File: src/rtl/mini_alu_pkg.sv
// Package mini_alu_pkg
// Holds the shared width parameter and the encoding of the operation modes.
// Assumes the mode bus is two bits wide and every code value is used.
package mini_alu_pkg;

    localparam int unsigned ALU_W = 4;

    typedef enum logic [1:0] {
        OP_ZERO = 2'b00,
        OP_INV  = 2'b01,
        OP_NEG  = 2'b10,
        OP_ADD  = 2'b11
    } alu_op_e;

endpackage

File: src/rtl/fa_cell.sv
// Module fa_cell
// One-bit full adder. It adds x, y and the incoming carry to give a sum bit and a
// carry bit.
// Assumes nothing about its neighbours. The carry chain is built by its parent.
module fa_cell (
    input  logic x,
    input  logic y,
    input  logic ci,
    output logic s,
    output logic c
);

    // Form the sum bit and the majority carry.
    always_comb begin
        s = x ^ y ^ ci;
        c = (x & y) | (ci & (x ^ y));
    end

    // The two output bits must equal the arithmetic total of the three input bits.
    always_comb begin
        assert_cell_total_R8: assert ({c, s} == ({1'b0, x} + {1'b0, y} + {1'b0, ci}))
            else $error("fa_cell total mismatch");
    end

endmodule

File: src/rtl/ripple_add.sv
// Module ripple_add
// WIDTH-bit ripple-carry adder. It builds a chain of fa_cell stages, and each
// stage's carry-out drives the next stage's carry-in.
// Assumes WIDTH >= 1. The delay grows linearly with WIDTH.
module ripple_add #(
    parameter int unsigned WIDTH = 4
) (
    input  logic [WIDTH-1:0] x,
    input  logic [WIDTH-1:0] y,
    input  logic             ci,
    output logic [WIDTH-1:0] s,
    output logic             co
);

    localparam int unsigned CW = WIDTH + 1;

    logic [WIDTH:0] chain;

    // Feed the external carry-in into the bottom stage.
    assign chain[0] = ci;

    for (genvar i = 0; i < WIDTH; i++) begin : g_stage
        fa_cell u_fa (
            .x  (x[i]),
            .y  (y[i]),
            .ci (chain[i]),
            .s  (s[i]),
            .c  (chain[i+1])
        );
    end

    // Pass the top stage's carry out of the adder.
    assign co = chain[WIDTH];

    // The whole chain must equal the arithmetic sum of its inputs.
    always_comb begin
        assert_chain_total_R8: assert ({co, s} ==
                                       (CW'(x) + CW'(y) + CW'(ci)))
            else $error("ripple_add chain mismatch");
    end

endmodule

File: src/rtl/op_steer.sv
// Module op_steer
// Chooses the adder's two operands and its carry-in for each operation, and says
// whether the adder's carry may reach the carry flag.
// Assumes the adder computes x + y + ci.
module op_steer
    import mini_alu_pkg::*;
#(
    parameter int unsigned WIDTH = ALU_W
) (
    input  alu_op_e          op,
    input  logic [WIDTH-1:0] a,
    input  logic [WIDTH-1:0] b,
    output logic [WIDTH-1:0] add_x,
    output logic [WIDTH-1:0] add_y,
    output logic             add_ci,
    output logic             keep_carry
);

    // Decode the operation into the adder's inputs and the carry gate.
    always_comb begin
        add_x      = '0;
        add_y      = '0;
        add_ci     = 1'b0;
        keep_carry = 1'b0;
        unique case (op)
            OP_ZERO: ;
            OP_INV: begin
                add_x = ~a;
            end
            OP_NEG: begin
                add_x      = ~a;
                add_ci     = 1'b1;
                keep_carry = 1'b1;
            end
            OP_ADD: begin
                add_x      = a;
                add_y      = b;
                keep_carry = 1'b1;
            end
            default: ;
        endcase
    end

    // Operand B may reach the adder only in the add mode.
    always_comb begin
        assert_b_isolated_R7: assert ((op == OP_ADD) || (add_y == '0))
            else $error("op_steer leaked B into the adder");
    end

endmodule

File: src/rtl/mini_alu.sv
// Module mini_alu
// Combinational four-operation ALU: zero, invert A, negate A, or add A and B.
// Every operation goes through one shared ripple adder. The carry flag is gated
// so that it can be set only in the negate and add modes.
// Assumes its parent registers the inputs and outputs if timing needs it.
module mini_alu
    import mini_alu_pkg::*;
(
    input  logic [3:0] op_a,
    input  logic [3:0] op_b,
    input  logic [1:0] mode,
    output logic [3:0] res,
    output logic       co
);

    localparam int unsigned W  = ALU_W;
    localparam int unsigned CW = W + 1;

    alu_op_e        op;
    logic [W-1:0]   add_x;
    logic [W-1:0]   add_y;
    logic           add_ci;
    logic           keep_carry;
    logic [W-1:0]   add_s;
    logic           add_co;

    // Convert the raw mode bits into the operation type.
    assign op = alu_op_e'(mode);

    op_steer #(.WIDTH(W)) u_steer (
        .op         (op),
        .a          (op_a),
        .b          (op_b),
        .add_x      (add_x),
        .add_y      (add_y),
        .add_ci     (add_ci),
        .keep_carry (keep_carry)
    );

    ripple_add #(.WIDTH(W)) u_add (
        .x  (add_x),
        .y  (add_y),
        .ci (add_ci),
        .s  (add_s),
        .co (add_co)
    );

    // Drive the result from the adder and gate its carry into the flag.
    always_comb begin
        res = add_s;
        co  = add_co & keep_carry;
    end

    // Check each mode's outputs against an arithmetic relation on the operands.
    always_comb begin
        if (op == OP_ZERO) begin
            assert_zero_out_R1: assert (res == '0 && !co)
                else $error("zero mode output nonzero");
        end
        if (op == OP_INV) begin
            assert_inv_out_R2: assert (((res ^ op_a) == {W{1'b1}}) && !co)
                else $error("invert mode output wrong");
        end
        if (op == OP_NEG) begin
            assert_neg_sum_R3: assert (W'(res + op_a) == '0)
                else $error("negate mode result wrong");
            assert_neg_carry_R4: assert (co == (op_a == '0))
                else $error("negate mode carry wrong");
        end
        if (op == OP_ADD) begin
            assert_add_out_R5: assert ({co, res} == (CW'(op_a) + CW'(op_b)))
                else $error("add mode output wrong");
        end
    end

endmodule

File: config.mk
export PLATFORM = sky130hd
export DESIGN_NAME = mini_alu
export DESIGN_NICKNAME = d
export VERILOG_FILES = /design/src/rtl/mini_alu_pkg.sv /design/src/rtl/fa_cell.sv /design/src/rtl/ripple_add.sv /design/src/rtl/op_steer.sv /design/src/rtl/mini_alu.sv
export SDC_FILE = /design/constraint.sdc
export NUM_CORES = 1
export LEC_CHECK = 0
export BUFFER_PORTS_ARGS = -buffer_cell sky130_fd_sc_hd__clkbuf_2
export CORE_AREA = 2 2 39 41
export DETAILED_ROUTE_END_ITERATION = 10
export DIE_AREA = 0 0 41 43
export PLACE_DENSITY = 0.38
export SYNTH_ARGS = -nofsm -noshare
export SYNTH_HDL_FRONTEND = slang
export SYNTH_HIERARCHICAL = 1
export SYNTH_SLANG_ARGS = --single-unit
File: constraint.sdc
create_clock -name vclk -period 4
set_input_delay 1 -clock vclk [all_inputs]
set_output_delay 1 -clock vclk [all_outputs]
set_load 0.005 [all_outputs]
==> run_results.csv, run 1 <==
group,metric,value,unit
die,dieArea,0.00176,sq mm
routing,wl_per_cell,9.80,um
hold_path,hp-start,"op_b[3]",
cells_and_area,clkbuf_count,0,
synthesis,synthAdderAreaFrac,58.0,%
timing,maxSlewHeadroom,83.9,%
routing,wl,539,um
routing,drc,0,
cells_and_area,diodes,0,
worst_setup_path,cp-start-kind,"input pin",
worst_setup_path,worstSetupEndpointType,"primary output",
die,die_y,43,um
timing,rsz0062_at_grt,"true",
flow_run,cap_viol_max_count,0,
timing,finalHoldViolCount,0,
global_routing,grt_max_degree,4,
die,die_w,41,um
timing,fin_crit,4.12,ns
outcome,failed_checks,"setup timing",
cells_and_area,nets,58,
global_routing,grt.total_usage,6.53,%
cells_and_area,syn_to_final_growth,101,%
die,io_pins,15,
synthesis,synth_area,203,sq um
routing,viasPerCell,3.73,
die,start_util,14.6,%
cells_and_area,fin_cells,55,
place,dp_hpwl,489,um
die,core-area,0.00138,sq mm
routing,drt_iter0_markers,2,
synthesis,synth_warnings,6,
synthesis,synth_xor_area_share,0,%
synthesis,synth_top_family_by_area,"adder cells",
outcome,outcome,"finished, violations left",
synthesis,yosys.area_share.simple,18.5,%
worst_setup_path,crit_type,"input pin to primary output",
power_and_ir_drop,powerDensity,113,mW/mm^2
cells_and_area,nFillCells,155,
timing,fmax,243,MHz
synthesis,synth_top_area_share,39.5,%
power_and_ir_drop,vdd_drop_max,28.4,uV
cells_and_area,nFlopsAndLatches,0,
worst_setup_path,crit_arrival,3.12,ns
routing,dr.pass1.iters,2,
place,dp.cells,52,
synthesis,synth_cell_types,6,
global_routing,antenna_found_initial,0,
timing,min_period_over_period,103,%
place,finalWeightedCongestion,0.606,
synthesis,muxShareOfSynthArea,19.8,%
timing,tightest_slew,0.234,ns
worst_setup_path,endpoint,"co",
cells_and_area,seq_area,0,sq um
synthesis,synth_top_cell_by_area,"fa_1",
timing,fin_ws,-0.117,ns
cells_and_area,fin_util,29.5,%
worst_setup_path,timing.critical_path.from,"mode[0]",
cells_and_area,layout-drive-gt1-share,76.9,%
worst_setup_path,crit_fanout,3,
place,port-buffer-count,15,
global_routing,grt_pass1_vias,220,
timing,finalSetupViolCount,2,
worst_setup_path,critPathRequiredTime,3.00,ns
routing,postRouteAntennaNets,0,
die,rows,14,
global_routing,grt-ovfl-total,0,
synthesis,ys_seq_area_share,0,%
synthesis,netlist_instances,19,
routing,vias,205,
synthesis,synth_nets,36,
synthesis,syn_avg_cell_area,10.7,sq um
synthesis,synth_compound_area_share,0,%
hold_path,hp-class,"input pin to primary output",
timing,drv_slew,0,
synthesis,yosys-top-cells-area,"fa_1 40%, mux2i_1 20%, ha_1 19%",
timing,setup_tns,-0.206,ns
cts,hold_buffers,0,
global_routing,grt_pass1_wl,841,um
power_and_ir_drop,leakage,0.000203,uW
==> cell usage in the layout (no fill, tap or decap) <==
| master | count |
|---|---|
| inv_4 | 1 |
| inv_2 | 1 |
| buf_4 | 5 |
| and2_1 | 4 |
| mux2i_2 | 1 |
| ha_4 | 2 |
| clkbuf_8 | 1 |
| fa_1 | 1 |
| and2_4 | 1 |
| ha_2 | 1 |
| clkbuf_16 | 1 |
| or2_1 | 1 |
| clkbuf_2 | 13 |
| mux2i_1 | 3 |
| fa_2 | 3 |
==> through the flow <==
stage	hold WS, ns	area (sq um)	setup slack [ns]	total power [uW]
after detailed placement	2.49	320	-0.306	37.6
after CTS	2.49	397	-0.144	46.2
final	2.48	408	-0.117	46.3
after floorplan	2.30	210	0.0316	19.4
after global routing	2.52	408	-0.169	52.8
after global placement	2.48	320	-0.264	35.9
==> critical path: stages <==
cell,delay [ns]
clkbuf_16,0.11
inv_4,0.03
ha_4,0.26
mux2i_2,0.07
fa_2,0.35
fa_2,0.35
fa_2,0.34
fa_1,0.35
and2_1,0.16
clkbuf_2,0.11
==> logic make-up after synthesis <==
logic type / after synthesis
simple gates: 6
fa+ha+maj: 7
buf+inv: 2
mux: 4
==> report_power, final <==
group / switching (uW) / internal [uW]
combinational: 18.9 / 27.4
clock: 0 / 0
sequential: 0 / 0
total: 18.9 / 27.4
==> per-layer routing <==
layer	global-route usage, %	up-vias	part of all wire (%)
met2	11.6	13	45
li1	-	100	-
met4	0	0	0
met1	8.71	92	45
met3	0.524	0	10
met5	0	-	0
==> worst min-delay path by stage <==
stage,to,depth (start not counted)
2_1_floorplan,res[3],2
3_3_place_gp,res[3],4
3_5_place_dp,res[3],4
4_1_cts,res[3],4
5_1_grt,res[3],4
6_report,res[3],4
==> area by class of cell <==
type	count	area [sq um]	share of cell area (%)
multi-input combinational	17	236	58.0
timing repair buffer	20	141	34.7
tap	16	20.0	4.91
inverter	2	10.0	2.45
==> cells in the mapped netlist, drive strengths merged <==
cell type	number
and2	5
fa	4
mux2i	4
ha	3
inv	2
or2	1
==> timing repair <==
item,CTS,global route
endpoints found under the setup margin,2,2
setup buffers,2,1
gates resized for setup,11,2
pin swaps,1,2
(Power assumes the default switching activity.)
==> run 2: changes to the inputs <==
--- a/config.mk
+++ b/config.mk
@@ -6,10 +6,12 @@
 export NUM_CORES = 1
 export LEC_CHECK = 0
 export BUFFER_PORTS_ARGS = -buffer_cell sky130_fd_sc_hd__clkbuf_2
+export CELL_PAD_IN_SITES_DETAIL_PLACEMENT = 0
+export CELL_PAD_IN_SITES_GLOBAL_PLACEMENT = 1
 export CORE_AREA = 2 2 39 41
 export DETAILED_ROUTE_END_ITERATION = 10
 export DIE_AREA = 0 0 41 43
-export PLACE_DENSITY = 0.38
+export PLACE_DENSITY = 0.49
 export SYNTH_ARGS = -nofsm -noshare
 export SYNTH_HDL_FRONTEND = slang
 export SYNTH_HIERARCHICAL = 1
==> run 2 against run 1 <==
Against the previous run:
- the flow still finishes with violations (setup timing)
- total power increased by 1.2%
- count of clock-buffer cells in the layout unchanged
- via count decreased by 0.98%
- wire length increased by 7.1%
- global-route usage increased by 0.51 points
- setup slack got worse by 0.023 ns
- sequential share of layout area unchanged
- fmax decreased by 0.54%
- non-clock buffer count decreased by 2
- highest routed layer unchanged
==> run_results.csv, run 2 (synthesized netlist as in run 1, its figures left out) <==
group,metric,value,unit
outcome,outcome,"finished, violations left",
outcome,failed_checks,"setup timing",
cells_and_area,diodes,0,
power_and_ir_drop,vdd_drop_max,37.0,uV
hold_path,hp-class,"input pin to primary output",
worst_setup_path,worstPathCellList,"clkbuf_16 > inv_6 > ha_4 > mux2i_2 > fa_2 > fa_2 > fa_2 > fa_1 > and2_1 > clkbuf_2",
timing,finalHoldViolCount,0,
worst_setup_path,crit_fanout,3,
power_and_ir_drop,powerDensity,115,mW/mm^2
cells_and_area,final_area,407,sq um
worst_setup_path,critPathRequiredTime,3.00,ns
timing,maxSlewHeadroom,85.5,%
worst_setup_path,crit_buf_inv,3,
timing,rsz0062_at_grt,"true",
place,finalWeightedCongestion,0.652,
cells_and_area,fin_cells,53,
die,die_w,41,um
global_routing,grt_max_degree,5,
timing,fmax,242,MHz
place,dp.cells,50,
flow_run,cap_viol_max_count,0,
routing,wl_per_cell,10.9,um
timing,fin_crit,4.14,ns
cells_and_area,nets,56,
cells_and_area,layout-drive-gt1-share,75.7,%
global_routing,grt_pass1_vias,225,
routing,viasPerCell,3.83,
global_routing,grt_pass1_wl,903,um
die,rows,14,
routing,wl,577,um
cells_and_area,final_cell_mix,"12 x clkbuf_2, 4 x and2_1, 3 x fa_2, 3 x mux2i_1, 3 x buf_4",
timing,min_period_over_period,103,%
place,port-buffer-count,15,
global_routing,antenna_found_initial,0,
cells_and_area,nFillCells,151,
die,core-area,0.00138,sq mm
timing,setup_tns,-0.263,ns
die,start_util,14.6,%
worst_setup_path,cp-start-kind,"input pin",
place,post_dp_cell_area,305,sq um
power_and_ir_drop,leakage,0.000197,uW
cells_and_area,seq_area,0,sq um
cells_and_area,fin_util,29.4,%
routing,postRouteAntennaNets,0,
routing,drc,0,
timing,finalSetupViolCount,2,
timing,fin_ws,-0.139,ns
worst_setup_path,crit_path_frequent_cell,"fa_2",
cells_and_area,final_common_cell,"clkbuf_2",
worst_setup_path,slowest_delay,0.36,ns
cells_and_area,syn_to_final_growth,101,%
global_routing,grt-ovfl-total,0,
global_routing,grt.total_usage,7.04,%
timing,tightest_slew,0.211,ns
timing,drv_slew,0,
worst_setup_path,worstSetupEndpointType,"primary output",
worst_setup_path,worst_path_max_delay_cell,"fa_1",
routing,dr.pass1.iters,1,
routing,drt_iter0_markers,0,
cells_and_area,multi_input_comb_area,236,sq um
routing,vias,203,
die,dieArea,0.00176,sq mm
cells_and_area,nFlopsAndLatches,0,
cts,hold_buffers,0,
worst_setup_path,crit_type,"input pin to primary output",
worst_setup_path,crit_arrival,3.14,ns
worst_setup_path,cp_top_family,"adder cells",
cells_and_area,clkbuf_count,0,
die,io_pins,15,
die,die_y,43,um
## run 2: metal layers
metal  vias up  global-route usage (%)  share of wire, %
met5         -                       0                 0
li1         98                       -                 -
met4         0                       0                 0
met3         0                   0.524                13
met2        15                    11.3                44
met1        90                    10.7                43
## run 2: final cells by class
cell class | instances | share of cell area (%)
Inverter | 2 | 3.08
Multi-Input combinational cell | 17 | 58.2
Tap cell | 16 | 4.92
Timing Repair Buffer | 18 | 33.8
## run 2: power breakdown
| group | leakage, uW | switching [uW] | internal (uW) |
|---|---|---|---|
| Combinational | 0.000197 | 19.5 | 27.3 |
| Clock | 0 | 0 | 0 |
| Sequential | 0 | 0 | 0 |
## run 2: path summary, 6_finish.rpt
path	end	slack (ns)	start	cells past startpoint
setup / recovery	co	-0.14	mode[0]	10
hold / removal	res[0]	2.52	op_b[0]	4
## run 2: through the flow
stage               total power [uW]  worst slack, ns  hold slack (ns)
global placement                34.1           -0.243             2.50
floorplan                       19.4           0.0316             2.30
global route                    53.3           -0.190             2.55
CTS                             44.2           -0.145             2.52
finish                          46.8           -0.139             2.52
detailed placement              35.3           -0.319             2.50
## run 2: timing repair
action / 4_1_cts / 5_1_grt
gates resized for setup: 13 / 3
pin swaps: 2 / 1
setup buffers: 1 / 2
setup endpoints to repair: 2 / 2
